$ cat config.mk
export PLATFORM = sky130hd
export DESIGN_NAME = ddr2_pd_seq
export DESIGN_NICKNAME = d
export VERILOG_FILES = /design/src/rtl/ddr2_pd_pkg.sv /design/src/rtl/ddr2_pd_timers.sv /design/src/rtl/ddr2_pd_ctrl.sv /design/src/rtl/ddr2_pd_seq.sv
export SDC_FILE = /design/constraint.sdc
export NUM_CORES = 1
export LEC_CHECK = 0
export BUFFER_PORTS_ARGS = -buffer_cell sky130_fd_sc_hd__buf_2
export CAP_MARGIN = 20
export CORE_ASPECT_RATIO = 1.1
export CORE_MARGIN = 2
export CORE_UTILIZATION = 35
export DETAILED_ROUTE_END_ITERATION = 7
export GPL_TIMING_DRIVEN = 0
export SLEW_MARGIN = 40
export SYNTH_ARGS = -nofsm -noshare
export SYNTH_HDL_FRONTEND = slang
export SYNTH_HIERARCHICAL = 1
export SYNTH_SLANG_ARGS = --single-unit
$ cat constraint.sdc
create_clock -name clk -period 3.05 [get_ports clk]
set_input_delay 0.1525 -clock clk [delete_from_list [all_inputs] [get_ports clk]]
set_output_delay 0.1525 -clock clk [all_outputs]
set_load 0.05 [all_outputs]
$ cat src/rtl/ddr2_pd_pkg.sv
package ddr2_pd_pkg;

  typedef enum logic [1:0] {
    PD_NONE      = 2'd0,
    PD_PRECHARGE = 2'd1,
    PD_ACT_FAST  = 2'd2,
    PD_ACT_SLOW  = 2'd3
  } pdKind_e;

  typedef enum logic [2:0] {
    ST_ACTIVE     = 3'd0,
    ST_WAIT_SAFE  = 3'd1,
    ST_ENTER_HOLD = 3'd2,
    ST_POWER_DOWN = 3'd3,
    ST_EXIT_HOLD  = 3'd4
  } pdState_e;

  // control -> timer strobes
  typedef struct packed {
    logic ckeEdge;   // cke toggles at this edge
    logic pdStart;   // power-down residency starts
    logic exitLoad;  // load exit latency counter
  } pdStrobe_t;

endpackage

$ cat src/rtl/ddr2_pd_timers.sv
module ddr2_pd_timers
  import ddr2_pd_pkg::*;
#(
  parameter int T_CKE        = 3,
  parameter int T_XP         = 2,
  parameter int T_XARD       = 2,
  parameter int T_XARDS      = 6,
  parameter int T_REFI       = 3120,
  parameter int PD_REFI_MULT = 9,
  parameter int T_MRD        = 2,
  parameter int AL           = 0,
  parameter int CL           = 3,
  parameter int BL           = 4
) (
  input  logic      clk,
  input  logic      rstN,
  input  logic      rdCmd,
  input  logic      wrCmd,
  input  logic      mrsCmd,
  input  pdStrobe_t stb,
  input  pdKind_e   exitKind,
  output logic      blockClear,
  output logic      ckeOk,
  output logic      deadline,
  output logic      exitDone
);
  localparam int NSRC     = 3;
  localparam int RD_BLK   = AL + CL + BL / 2;
  localparam int WR_BLK   = AL + CL - 1 + BL / 2;
  localparam int BLK_A    = (RD_BLK > WR_BLK) ? RD_BLK : WR_BLK;
  localparam int BLK_MAX  = (BLK_A > T_MRD) ? BLK_A : T_MRD;
  localparam int BW       = $clog2(BLK_MAX + 1);
  localparam int AW       = $clog2(T_CKE + 1);
  localparam int PD_LIMIT = PD_REFI_MULT * T_REFI;
  localparam int PW       = $clog2(PD_LIMIT + 1);
  localparam int LAT_A    = (T_XP > T_XARD) ? T_XP : T_XARD;
  localparam int LAT_MAX  = (LAT_A > T_XARDS) ? LAT_A : T_XARDS;
  localparam int LW       = $clog2(LAT_MAX + 1);

  typedef logic [BW-1:0] blk_t;

  // entry-blocking window: one source per command kind
  logic [NSRC-1:0] srcReq;
  blk_t            srcLoad [NSRC];
  blk_t            blkQ, blkNext;

  assign srcReq = {mrsCmd, wrCmd, rdCmd};

  for (genvar s = 0; s < NSRC; s++) begin : g_src
    localparam int WIN = (s == 0) ? RD_BLK : (s == 1) ? WR_BLK : T_MRD;
    assign srcLoad[s] = srcReq[s] ? blk_t'(WIN - 1) : '0;
  end

  always_comb begin
    blkNext = (blkQ != '0) ? blkQ - 1'b1 : '0;
    for (int s = 0; s < NSRC; s++) begin
      if (srcLoad[s] > blkNext) blkNext = srcLoad[s];
    end
  end

  always_ff @(posedge clk or negedge rstN) begin
    if (!rstN) blkQ <= '0;
    else       blkQ <= blkNext;
  end

  assign blockClear = (blkQ == '0);

  // cycles since the last cke transition, saturating
  logic [AW-1:0] ageQ;
  always_ff @(posedge clk or negedge rstN) begin
    if (!rstN)                        ageQ <= AW'(T_CKE - 1);
    else if (stb.ckeEdge)             ageQ <= '0;
    else if (ageQ < AW'(T_CKE - 1))   ageQ <= ageQ + 1'b1;
  end
  assign ckeOk = (ageQ >= AW'(T_CKE - 1));

  // power-down residency against the refresh deadline
  logic [PW-1:0] pdAgeQ;
  always_ff @(posedge clk or negedge rstN) begin
    if (!rstN)                           pdAgeQ <= '0;
    else if (stb.pdStart)                pdAgeQ <= '0;
    else if (pdAgeQ < PW'(PD_LIMIT - 1)) pdAgeQ <= pdAgeQ + 1'b1;
  end
  assign deadline = (pdAgeQ >= PW'(PD_LIMIT - 1));

  // exit latency, chosen by the type that was entered
  logic [LW-1:0] latLoad, exitQ;
  always_comb begin
    case (exitKind)
      PD_ACT_SLOW: latLoad = LW'(T_XARDS - 1);
      PD_ACT_FAST: latLoad = LW'(T_XARD - 1);
      default:     latLoad = LW'(T_XP - 1);
    endcase
  end

  always_ff @(posedge clk or negedge rstN) begin
    if (!rstN)              exitQ <= '0;
    else if (stb.exitLoad)  exitQ <= latLoad;
    else if (exitQ != '0)   exitQ <= exitQ - 1'b1;
  end
  assign exitDone = (exitQ == '0);

endmodule

$ cat src/rtl/ddr2_pd_ctrl.sv
module ddr2_pd_ctrl
  import ddr2_pd_pkg::*;
(
  input  logic      clk,
  input  logic      rstN,
  input  logic      idleReq,
  input  logic      wakeReq,
  input  logic      anyRowOpen,
  input  logic      slowExit,
  input  logic      blockClear,
  input  logic      ckeOk,
  input  logic      deadline,
  input  logic      exitDone,
  output logic      cke,
  output logic      cmdGate,
  output pdKind_e   kind,
  output pdStrobe_t stb
);
  pdState_e stateQ, stateN;
  logic     ckeQ, ckeN;
  pdKind_e  kindQ, kindN;
  logic     inPd, leaveNow;

  assign inPd     = (stateQ == ST_ENTER_HOLD) || (stateQ == ST_POWER_DOWN);
  assign leaveNow = inPd && ckeOk && (wakeReq || deadline);

  always_comb begin
    stateN = stateQ;
    ckeN   = ckeQ;
    kindN  = kindQ;
    stb    = '0;
    case (stateQ)
      ST_ACTIVE: if (idleReq) stateN = ST_WAIT_SAFE;
      ST_WAIT_SAFE: begin
        if (!idleReq) stateN = ST_ACTIVE;
        else if (blockClear && ckeOk) begin
          stateN      = ST_ENTER_HOLD;
          ckeN        = 1'b0;
          stb.ckeEdge = 1'b1;
          stb.pdStart = 1'b1;
          kindN       = !anyRowOpen ? PD_PRECHARGE
                                    : (slowExit ? PD_ACT_SLOW : PD_ACT_FAST);
        end
      end
      ST_ENTER_HOLD: if (ckeOk) stateN = ST_POWER_DOWN;
      ST_POWER_DOWN: ;
      ST_EXIT_HOLD: if (exitDone) begin
        stateN = ST_ACTIVE;
        kindN  = PD_NONE;
      end
      default: stateN = ST_ACTIVE;
    endcase
    if (leaveNow) begin
      stateN       = ST_EXIT_HOLD;
      ckeN         = 1'b1;
      stb.ckeEdge  = 1'b1;
      stb.exitLoad = 1'b1;
    end
  end

  always_ff @(posedge clk or negedge rstN) begin
    if (!rstN) begin
      stateQ <= ST_ACTIVE;
      ckeQ   <= 1'b1;
      kindQ  <= PD_NONE;
    end else begin
      stateQ <= stateN;
      ckeQ   <= ckeN;
      kindQ  <= kindN;
    end
  end

  assign cke     = ckeQ;
  assign cmdGate = (stateQ != ST_ACTIVE);
  assign kind    = kindQ;

endmodule

$ cat src/rtl/ddr2_pd_seq.sv
module ddr2_pd_seq
  import ddr2_pd_pkg::*;
#(
  parameter int T_CKE        = 3,
  parameter int T_XP         = 2,
  parameter int T_XARD       = 2,
  parameter int T_XARDS      = 6,
  parameter int T_REFI       = 3120,
  parameter int PD_REFI_MULT = 9,
  parameter int T_MRD        = 2,
  parameter int AL           = 0,
  parameter int CL           = 3,
  parameter int BL           = 4
) (
  input  logic       clk,
  input  logic       rstN,
  input  logic       idleReq,
  input  logic       wakeReq,
  input  logic       anyRowOpen,
  input  logic       slowExit,
  input  logic       rdCmd,
  input  logic       wrCmd,
  input  logic       mrsCmd,
  output logic       cke,
  output logic       cmdGate,
  output logic [1:0] pdKind
);
  pdStrobe_t stb;
  pdKind_e   kind;
  logic      blockClear, ckeOk, deadline, exitDone;

  ddr2_pd_ctrl ctrl_i (
    .clk(clk), .rstN(rstN), .idleReq(idleReq), .wakeReq(wakeReq),
    .anyRowOpen(anyRowOpen), .slowExit(slowExit), .blockClear(blockClear),
    .ckeOk(ckeOk), .deadline(deadline), .exitDone(exitDone),
    .cke(cke), .cmdGate(cmdGate), .kind(kind), .stb(stb)
  );

  ddr2_pd_timers #(
    .T_CKE(T_CKE), .T_XP(T_XP), .T_XARD(T_XARD), .T_XARDS(T_XARDS),
    .T_REFI(T_REFI), .PD_REFI_MULT(PD_REFI_MULT), .T_MRD(T_MRD),
    .AL(AL), .CL(CL), .BL(BL)
  ) timers_i (
    .clk(clk), .rstN(rstN), .rdCmd(rdCmd), .wrCmd(wrCmd), .mrsCmd(mrsCmd),
    .stb(stb), .exitKind(kind), .blockClear(blockClear), .ckeOk(ckeOk),
    .deadline(deadline), .exitDone(exitDone)
  );

  assign pdKind = kind;

endmodule

## Yosys cells after proc, flatten, opt, wreduce, memory -nomap -nowiden

Cells that the tools add are included.

- $lt $le $gt $ge: 7
- Reduce and logical (&&, ||, !) cells: 21
- Add/sub/neg operators: 4
- Multiplexer cells: 36
- Equal/unequal tests: 13

Operators with widths:

| operator | number |
|---|---|
| $mux W3 | 14 |
| $mux W15 | 2 |
| $mux W2 | 10 |
| $add A15 B1 Y15 const B | 1 |
| $ge A15 B15 Y1 const B | 1 |
| $lt A15 B15 Y1 const B | 1 |
| $pmux W3 S5 | 1 |
| $reduce_bool A2 Y1 | 7 |
| $gt A3 B3 Y1 | 3 |
| $logic_not A3 Y1 | 3 |
| $reduce_bool A3 Y1 | 3 |
| $mux W1 | 8 |
| $eq A3 B2 Y1 const B | 2 |
| $ne A2 B1 Y1 const B | 3 |
| $ne A3 B1 Y1 const B | 2 |
| $sub A3 B1 Y3 const B | 2 |
| $reduce_and A5 Y1 | 1 |
| $ne A4 B2 Y1 const B | 1 |
| $pmux W2 S2 | 1 |
| $reduce_and A4 Y1 | 1 |
| $eq A3 B1 Y1 const B | 1 |
| $eq A3 B3 Y1 const B | 1 |
| $logic_and A1 B1 Y1 | 3 |
| $ne A3 B2 Y1 const B | 1 |
| other kinds (7) | 8 |

- Output and inout port bits: 4
- Register bits: 29

## Longest topological paths before layout

Gate-level depths: netlist of run 1.

- Word-level depth: 8
- Mapped depth: 11
- Gate-level depth less buffers: 11

## Cells and area by module

Netlist of run 1, hierarchy kept.

By module, submodules not included:

| module | sequential area each (sq um) | instances | cells each | area each (sq um) |
|---|---|---|---|---|
| ddr2_pd_timers | 576.8 | 1 | 143 | 1,332.5 |
| ddr2_pd_ctrl | 151.4 | 1 | 31 | 319.1 |

## Worst setup path after synthesis of run 1

OpenSTA, ideal clock, no wires.

- Path kind: reg-to-reg
- From: register timers_i.blkQ[1]
- To: register timers_i.blkQ[0]
- Arrival time: 2,219 ps
- Required time: 2,925 ps
- Period minus slack after synthesis: 2,343 ps
- Stages on the path, launching flop included: 11
- Slack: 707 ps
- Cell sequence: dfrtp_1 > nor4b_1 > a31o_2 > inv_1 > ha_1 > o21ai_0 > o21ai_0 > ha_1 > nor3_1 > nand4_1 > mux2_2

- Word-level cells in the longest chain between the ends: 8
- Elaborated cells on any way between the ends: 9
- Classes of those cells: add/sub: 1; order compare: 3; mux: 4; reduce/logical: 1

Ends and longest elaborated chain:

| what | RTL line | RTL |
|---|---|---|
| start, declared | ddr2_pd_timers.sv:45 | `blk_t blkQ, blkNext;` |
| start signal, assigned | ddr2_pd_timers.sv:63 | `else blkQ <= blkNext;` |
| $sub A3 B1 Y3 / $reduce_bool A3 Y1 (equally long branches) | ddr2_pd_timers.sv:55 | `blkNext = (blkQ != '0) ? blkQ - 1'b1 : '0;` |
| $mux W3 * | ddr2_pd_timers.sv:55 |  |
| $gt A3 B3 Y1 | ddr2_pd_timers.sv:57 | `if (srcLoad[s] > blkNext) blkNext = srcLoad[s];` |
| $mux W3 * | ddr2_pd_timers.sv:57 |  |
| $gt A3 B3 Y1 | ddr2_pd_timers.sv:57 |  |
| $mux W3 * | ddr2_pd_timers.sv:57 |  |
| $gt A3 B3 Y1 | ddr2_pd_timers.sv:57 |  |
| $mux W3 * | ddr2_pd_timers.sv:57 |  |
| named net timers_i.blkNext[0] | ddr2_pd_timers.sv:45 |  |

Mark *: on every way through the listed nets, which the timed path passes. The rest lies on a longest branch.
A chain may end at the register's enable or synchronous reset.

## Worst setup path in the final report of run 1

Same ends and word-level chain as after synthesis.

==> summary.md, run 1 <==
| Metric | Value |
|---|---|
| Total grt overflow | `0` |
| FF-to-FF Start | `timers_i/blkQ[1]` |
| Vias per cell | `between 5 and 6` |
| Syn_area_per_cell | `around 9.5 um^2` |
| Port Buf Inserts | `12` |
| CP Launch Type | `flop` |
| Post-synth top cells | `dfrtp_1 (27), nor2_1 (20), inv_1 (13)` |
| #FFs+latches synth | `29` |
| DRT iter0 DRCs | `66` |
| Nets | `about 210` |
| Dominant synthesized flop cell | `dfrtp_1` |
| Later-pin clock latency in the skew report | `0.28 ns` |
| # clock sinks | `29` |
| Synth Warn # | `6` |
| Critical Path Source | `timers_i/blkQ[1]` |
| Core Area | `around 4600 um^2` |
| RSZ-0062 raised after global routing | `false` |
| Max-cap viol count | `0` |
| CTS tree | `yes` |
| Row cnt | `26` |
| Gpl congestion | `0.8300` |
| I/O Pins | `13` |
| Pleak | `around 0.83 nW` |
| Slew headroom | `approximately 57%` |
| Clk buf depth | `2` |
| Number of H-tree levels | `2` |
| Post-synth EDFFs | `0` |
| Post-DP HPWL | `slightly above 2000 um` |
| Post-DRT Antenna Nets | `0` |
| IR Drop Worst-Case VDD | `slightly below 400 uV` |
| Post-route minimum period | `approximately 2.5 ns` |
| Period utilization | `around 82%` |
| Worst path slowest cell | `dfrtp_1` |
| Total Power | `roughly 1.7 mW` |
| Area Overhead vs Synth | `13.94%` |
| Gr usage total | `about an eighth` |
| DR vias | `about 1300` |
| Highest Clock Rate | `roughly 0.40 GHz` |
| Clock Skew | `0.006213 ns` |
| Chip Width | `69.50 um` |
| Initial antenna violation count | `0` |
| Crit path largest cell delay | `around 0.42 ns` |
| DRC viols | `0` |
| Routed wire length | `between 2000 and 3000 um` |
| First-pass GRT wire length | `between 5000 and 6000 um` |
| Layout Utilization | `roughly two fifths` |
| Area leader, netlist | `dfrtp_1` |
| Worst Path Buf+Inv | `1` |
| CP Data Arrival Time | `~2.7 ns` |
| Worst-path clk slew | `approximately 0.06 ns` |
| Share of layout cells above drive strength 1 | `17.01%` |
| Mapped Cells | `174` |
| Max-slew violation count | `0` |
| Final Hold Viols | `0` |
| FILL cells | `approximately 450` |
| Synth top area share | `between 40% and 50%` |
| Post-route setup TNS | `0 ns` |
| Crit Path Class | `flop to flop` |
| Hold crit path type | `input pin to flop` |
| Status | `complete, no violations` |
| Via count of the first global-routing pass | `about 1200` |
| CP required | `between 3 and 4 ns` |
| Number of setup violations in the final report | `0` |
| Worst-path cell chain | `nor4b_1, a31o_2, inv_1, ha_1, o21ai_0, o21ai_0, ha_1, nor3_1, nand4_1, mux2_2` |
| Top-count cell post-synth | `dfrtp_1` |
| Die area | `approximately 5300 um^2` |
| CP endpoint kind | `flop` |
| Initial core utilization | `36.01%` |
| Worst-path fanout max | `5` |
| Hold Crit Start | `anyRowOpen` |
| Slew @ Worst Pin | `between 0.6 and 0.7 ns` |
| Non-Filler Instances | `250` |
| Crit path max-delay family | `simple AND/OR/NAND/NOR gates` |
| CTS buffer count | `5` |
| Post-CTS Setup Bufs | `0` |
| Root Driver | `clkbuf_8` |
| Top post-synthesis cells by area | `dfrtp_1 (41%), xnor2_1 (4.8%), ha_1 (4.5%), nor2_1 (4.5%), dfstp_2 (3.2%)` |
| Inst Count DP | `about 240` |
| Largest net degree at the start of global routing | `30` |
| Pre-Repair DR Iteration Count | `4` |
| Register area share after synthesis | `44.09%` |
| Synth cell types | `44` |
| Pwr dens | `about 900 nW/um^2` |
| Die Y-Extent | `~76 um` |
| Avg WL per Cell | `11.33 um` |
| Number of diodes | `0` |
| Post-Syn Area | `roughly 1700 um^2` |
| Post-synth ARST share | `100.0%` |
| Post-synth net total | `between 150 and 200` |
worst reg2reg max path, stage by stage (launching register included):
cell	delay, ns
dfrtp_1	0.42
nor4b_1	0.30
a31o_2	0.19
inv_1	0.05
ha_1	0.30
o21ai_0	0.14
o21ai_0	0.13
ha_1	0.29
nor3_1	0.19
nand4_1	0.12
mux2_2	0.28
logic make-up (layout without fill, tap and decap cells):
family,after synthesis,after routing,share of synthesized area [%]
DFF,29,29,44.09
and+or+nand+nor,71,71,24.02
muxes,5,5,3.409
adders and majority gates,6,6,4.545
buffers and inverters,18,38,4.470
xor gates and xnor gates,12,12,6.364
AOI/OAI and AO/OA,33,33,13.11
timing repair:
action,in CTS,in global routing
hold buffers,1,0
resized for setup,0,0
hold endpoints to repair,27,0
power by group:
| part | leakage [nW] | switching [mW] | internal (mW) |
|---|---|---|---|
| registers | 0.354 | 0.175 | 0.568 |
| clock network | 0.0433 | 0.140 | 0.178 |
| logic | 0.437 | 0.373 | 0.308 |
| total | 0.834 | 0.689 | 1.05 |
final cells by class:
type	count	area, um^2	share of cell area [%]
clock inverters	1	7.507	0.3989
inverters	13	48.80	2.593
clock buffers	6	82.58	4.388
flip-flops and latches	29	728.2	38.70
repair buffers	13	70.07	3.723
well taps	56	70.07	3.723
plain buffers	5	25.02	1.330
multi-input cells	127	849.6	45.15
sequential cells by signal (all words and copies together), names as in the netlist:
register,count
timers_i/blkQ,3
ctrl_i/cke,1
timers_i/pdAgeQ,15
timers_i/exitQ,3
timers_i/ageQ,2
ctrl_i/kind,2
ctrl_i/stateQ,3
per-layer routing:
metal | vias to the layer above | global-route usage [%] | share of wire [%] | wire (um)
li1 | 655 | - | - | -
met1 | 580 | 16.48 | 51 | 1457
met2 | 14 | 19.13 | 45 | 1262
met3 | 3 | 3.175 | 3.1 | 88
met4 | 0 | 4.706 | 0.88 | 25
met5 | - | 0 | 0 | 0
layout by cell type (no fill, tap or decap), types with 5 or more instances in the layout:
master / synthesis / routed
dfrtp_1: 27 / 27
nor2_1: 20 / 20
buf_2: 2 / 14
inv_1: 13 / 13
nand2_1: 9 / 9
o21ai_0: 9 / 9
xnor2_1: 9 / 9
clkbuf_8: 0 / 6
nand2b_1: 6 / 6
a21oi_1: 6 / 6
nand3_1: 6 / 6
ha_1: 6 / 6
nor3_1: 5 / 5
per-stage QoR:
| stage | hold WS (ns) | setup slack (ns) | area [um^2] |
|---|---|---|---|
| final | 0.1196 | 0.5438 | 1882 |
| after global routing | 0.1157 | 0.3061 | 1882 |
| after CTS | 0.1138 | 0.5504 | 1882 |
| after detailed placement | 0.2223 | 0.5506 | 1782 |
| after global placement | 0.2211 | 0.5647 | 1782 |
| after floorplan | -0.1431 | 0.7067 | 1652 |
worst paths after layout:
path / depth (start not counted) / end / slack, ns
max in group asynchronous: 2 / timers_i/pdAgeQ[4] / 2.19
min: 2 / ctrl_i/kind[1] / 0.12
min in group asynchronous: 2 / timers_i/pdAgeQ[7] / 0.43
min reg2reg: 2 / timers_i/ageQ[1] / 0.49
max: 10 / timers_i/blkQ[0] / 0.54
max reg2reg: 10 / timers_i/blkQ[0] / 0.54
No activity file was read; power rests on OpenSTA's default activity.
==> inputs of run 2 (changes only) <==
==> constraint.sdc (replaced) <==
create_clock -name clk -period 2.5 [get_ports clk]
set_input_delay 0.125 -clock clk [delete_from_list [all_inputs] [get_ports clk]]
set_output_delay 0.125 -clock clk [all_outputs]
set_load 0.05 [all_outputs]
==> run 2 against run 1 <==
Net effect: via count shrank 0.16%; sequential share of layout area shrank 0.49 points; sequential cell count is the same; non-clock buffer count grew 1; sequential power grew 23%; critical path depth is the same; total power grew 24%; register-to-register slack lost 0.45 ns; cell area grew 1.5%; critical path type unchanged; critical endpoint unchanged; largest cell class unchanged.
==> summary.md, run 2 (synthesis gave the netlist of run 1 again) <==
| Metric | Value |
|---|---|
| Nets | `between 200 and 250` |
| Pwr dens | `1135 nW/um^2` |
| DRT iter0 DRCs | `57` |
| Placed cell area | `between 1500 and 2000 um^2` |
| Share of layout cells above drive strength 1 | `approximately a fifth` |
| DRC viols | `0` |
| Final Hold Viols | `0` |
| Routed wire length | `2801 um` |
| Number of H-tree levels | `2` |
| Clock Skew | `between 0.004 and 0.005 ns` |
| Number of setup violations in the final report | `0` |
| # clock sinks | `29` |
| IR Drop Worst-Case VDD | `472.3 uV` |
| CP endpoint kind | `flop` |
| Port Buf Inserts | `12` |
| I/O Pins | `13` |
| Post-route setup TNS | `0 ns` |
| Slew @ Worst Pin | `about 0.64 ns` |
| First-pass GRT wire length | `roughly 5300 um` |
| Max FFs per register | `15` |
| Register Area | `~730 um^2` |
| CTS tree | `yes` |
| Row cnt | `26` |
| DR vias | `approximately 1300` |
| Max-slew violation count | `0` |
| FILL cells | `446` |
| Chip Width | `69.50 um` |
| Pre-Repair DR Iteration Count | `2` |
| Die Y-Extent | `76.05 um` |
| Hold crit path type | `input pin to flop` |
| Largest net degree at the start of global routing | `30` |
| Highest Clock Rate | `0.4156 GHz` |
| Clk buf depth | `2` |
| Core Area | `between 4000 and 5000 um^2` |
| Pleak | `0.8466 nW` |
| CTS buffer count | `5` |
| Worst-path fanout max | `6` |
| Initial antenna violation count | `0` |
| Number of diodes | `0` |
| CP Data Arrival Time | `2.56 ns` |
| Die area | `5285 um^2` |
| Area of the multi-input gates | `~860 um^2` |
| Post-DP HPWL | `2050 um` |
| Worst-path clk slew | `0.06 ns` |
| Status | `complete, no violations` |
| CP Launch Type | `flop` |
| Period utilization | `between 90% and 100%` |
| Post-DRT Antenna Nets | `0` |
| Via count of the first global-routing pass | `about 1200` |
| Commonest non-fill, non-tap cell in the layout | `dfrtp_1` |
| Largest Register | `timers_i/pdAgeQ` |
| Post-route cell area | `1909 um^2` |
| WHS | `approximately 0.092 ns` |
| Gpl congestion | `around 0.83` |
| Root Driver | `clkbuf_8` |
| Crit Path Class | `flop to flop` |
| Commonest cells after routing, fill and taps aside | `dfrtp_1 (26), nor2_1 (20), buf_2 (14)` |
| Slew headroom | `~58%` |
| CP required | `~2.7 ns` |
| Area Overhead vs Synth | `15.61%` |
| Avg WL per Cell | `between 10 and 15 um` |
| Vias per cell | `4.980` |
| Later-pin clock latency in the skew report | `0.27 ns` |
| Gr usage total | `12.32%` |
| Total grt overflow | `0` |
| Initial core utilization | `between 30% and 40%` |
| RSZ-0062 raised after global routing | `true` |
| Max-cap viol count | `0` |
| Post-route minimum period | `2.406 ns` |
==> run 2: layer usage <==
layer / GRT usage (%) / share of wire (%)
met1: 16.48 / 53
met2: 19.13 / 43
met3: 3.175 / 3.3
met5: 0 / 0
met4: 4.706 / 0.79
==> run 2: worst paths after layout <==
kind / startpoint / endpoint / slack (ns) / cells past startpoint
max in group asynchronous: rstN / timers_i/blkQ[0] / 1.63 / 2
worst max register to register: timers_i/blkQ[0] / timers_i/blkQ[0] / 0.09 / 10
min in group asynchronous: rstN / timers_i/pdAgeQ[7] / 0.41 / 2
worst min-delay path: anyRowOpen / ctrl_i/kind[1] / 0.09 / 2
worst min register to register: timers_i/ageQ[1] / timers_i/ageQ[1] / 0.49 / 2
worst max-delay path: timers_i/blkQ[0] / timers_i/blkQ[0] / 0.09 / 10
==> run 2: power by group <==
part	internal, mW	switching (mW)
clock network	0.217	0.168
registers	0.695	0.216
logic	0.404	0.468
==> run 2: area by class of cell <==
class / instances / share of cell area (%)
inverters: 13 / 2.556
well taps: 56 / 3.670
flip-flops and latches: 29 / 38.20
multi-input cells: 127 / 45.28
clock buffers: 6 / 4.325
plain buffers: 4 / 1.114
repair buffers: 15 / 4.456
clock inverters: 1 / 0.3932
==> run 2: stage by stage <==
stage               util, %  std cells  total power, mW  worst slack, ns
finish                41.63        251            2.167          0.09393
global route          41.63        251            2.379         -0.08914
CTS                   41.03        250            2.147        0.0004370
detailed placement    38.84        242            1.748        0.0005538
global placement      38.84        242            1.737          0.01468
floorplan                 -        174            1.564           0.1567
==> run 2: worst max-delay path: stages (launching register included) <==
cell	delay, ns
dfrtp_2	0.44
nor4b_2	0.25
a31o_2	0.16
inv_1	0.04
ha_1	0.30
o21ai_0	0.14
o21ai_1	0.10
ha_1	0.30
nor3_2	0.16
nand4_1	0.11
mux2_2	0.28
==> run 2: timing repair <==
action                     CTS  global route
resized for setup            0             5
buffers inserted             0             2
hold endpoints to repair    27             0
hold buffers                 1             0
setup endpoints to repair    0            15
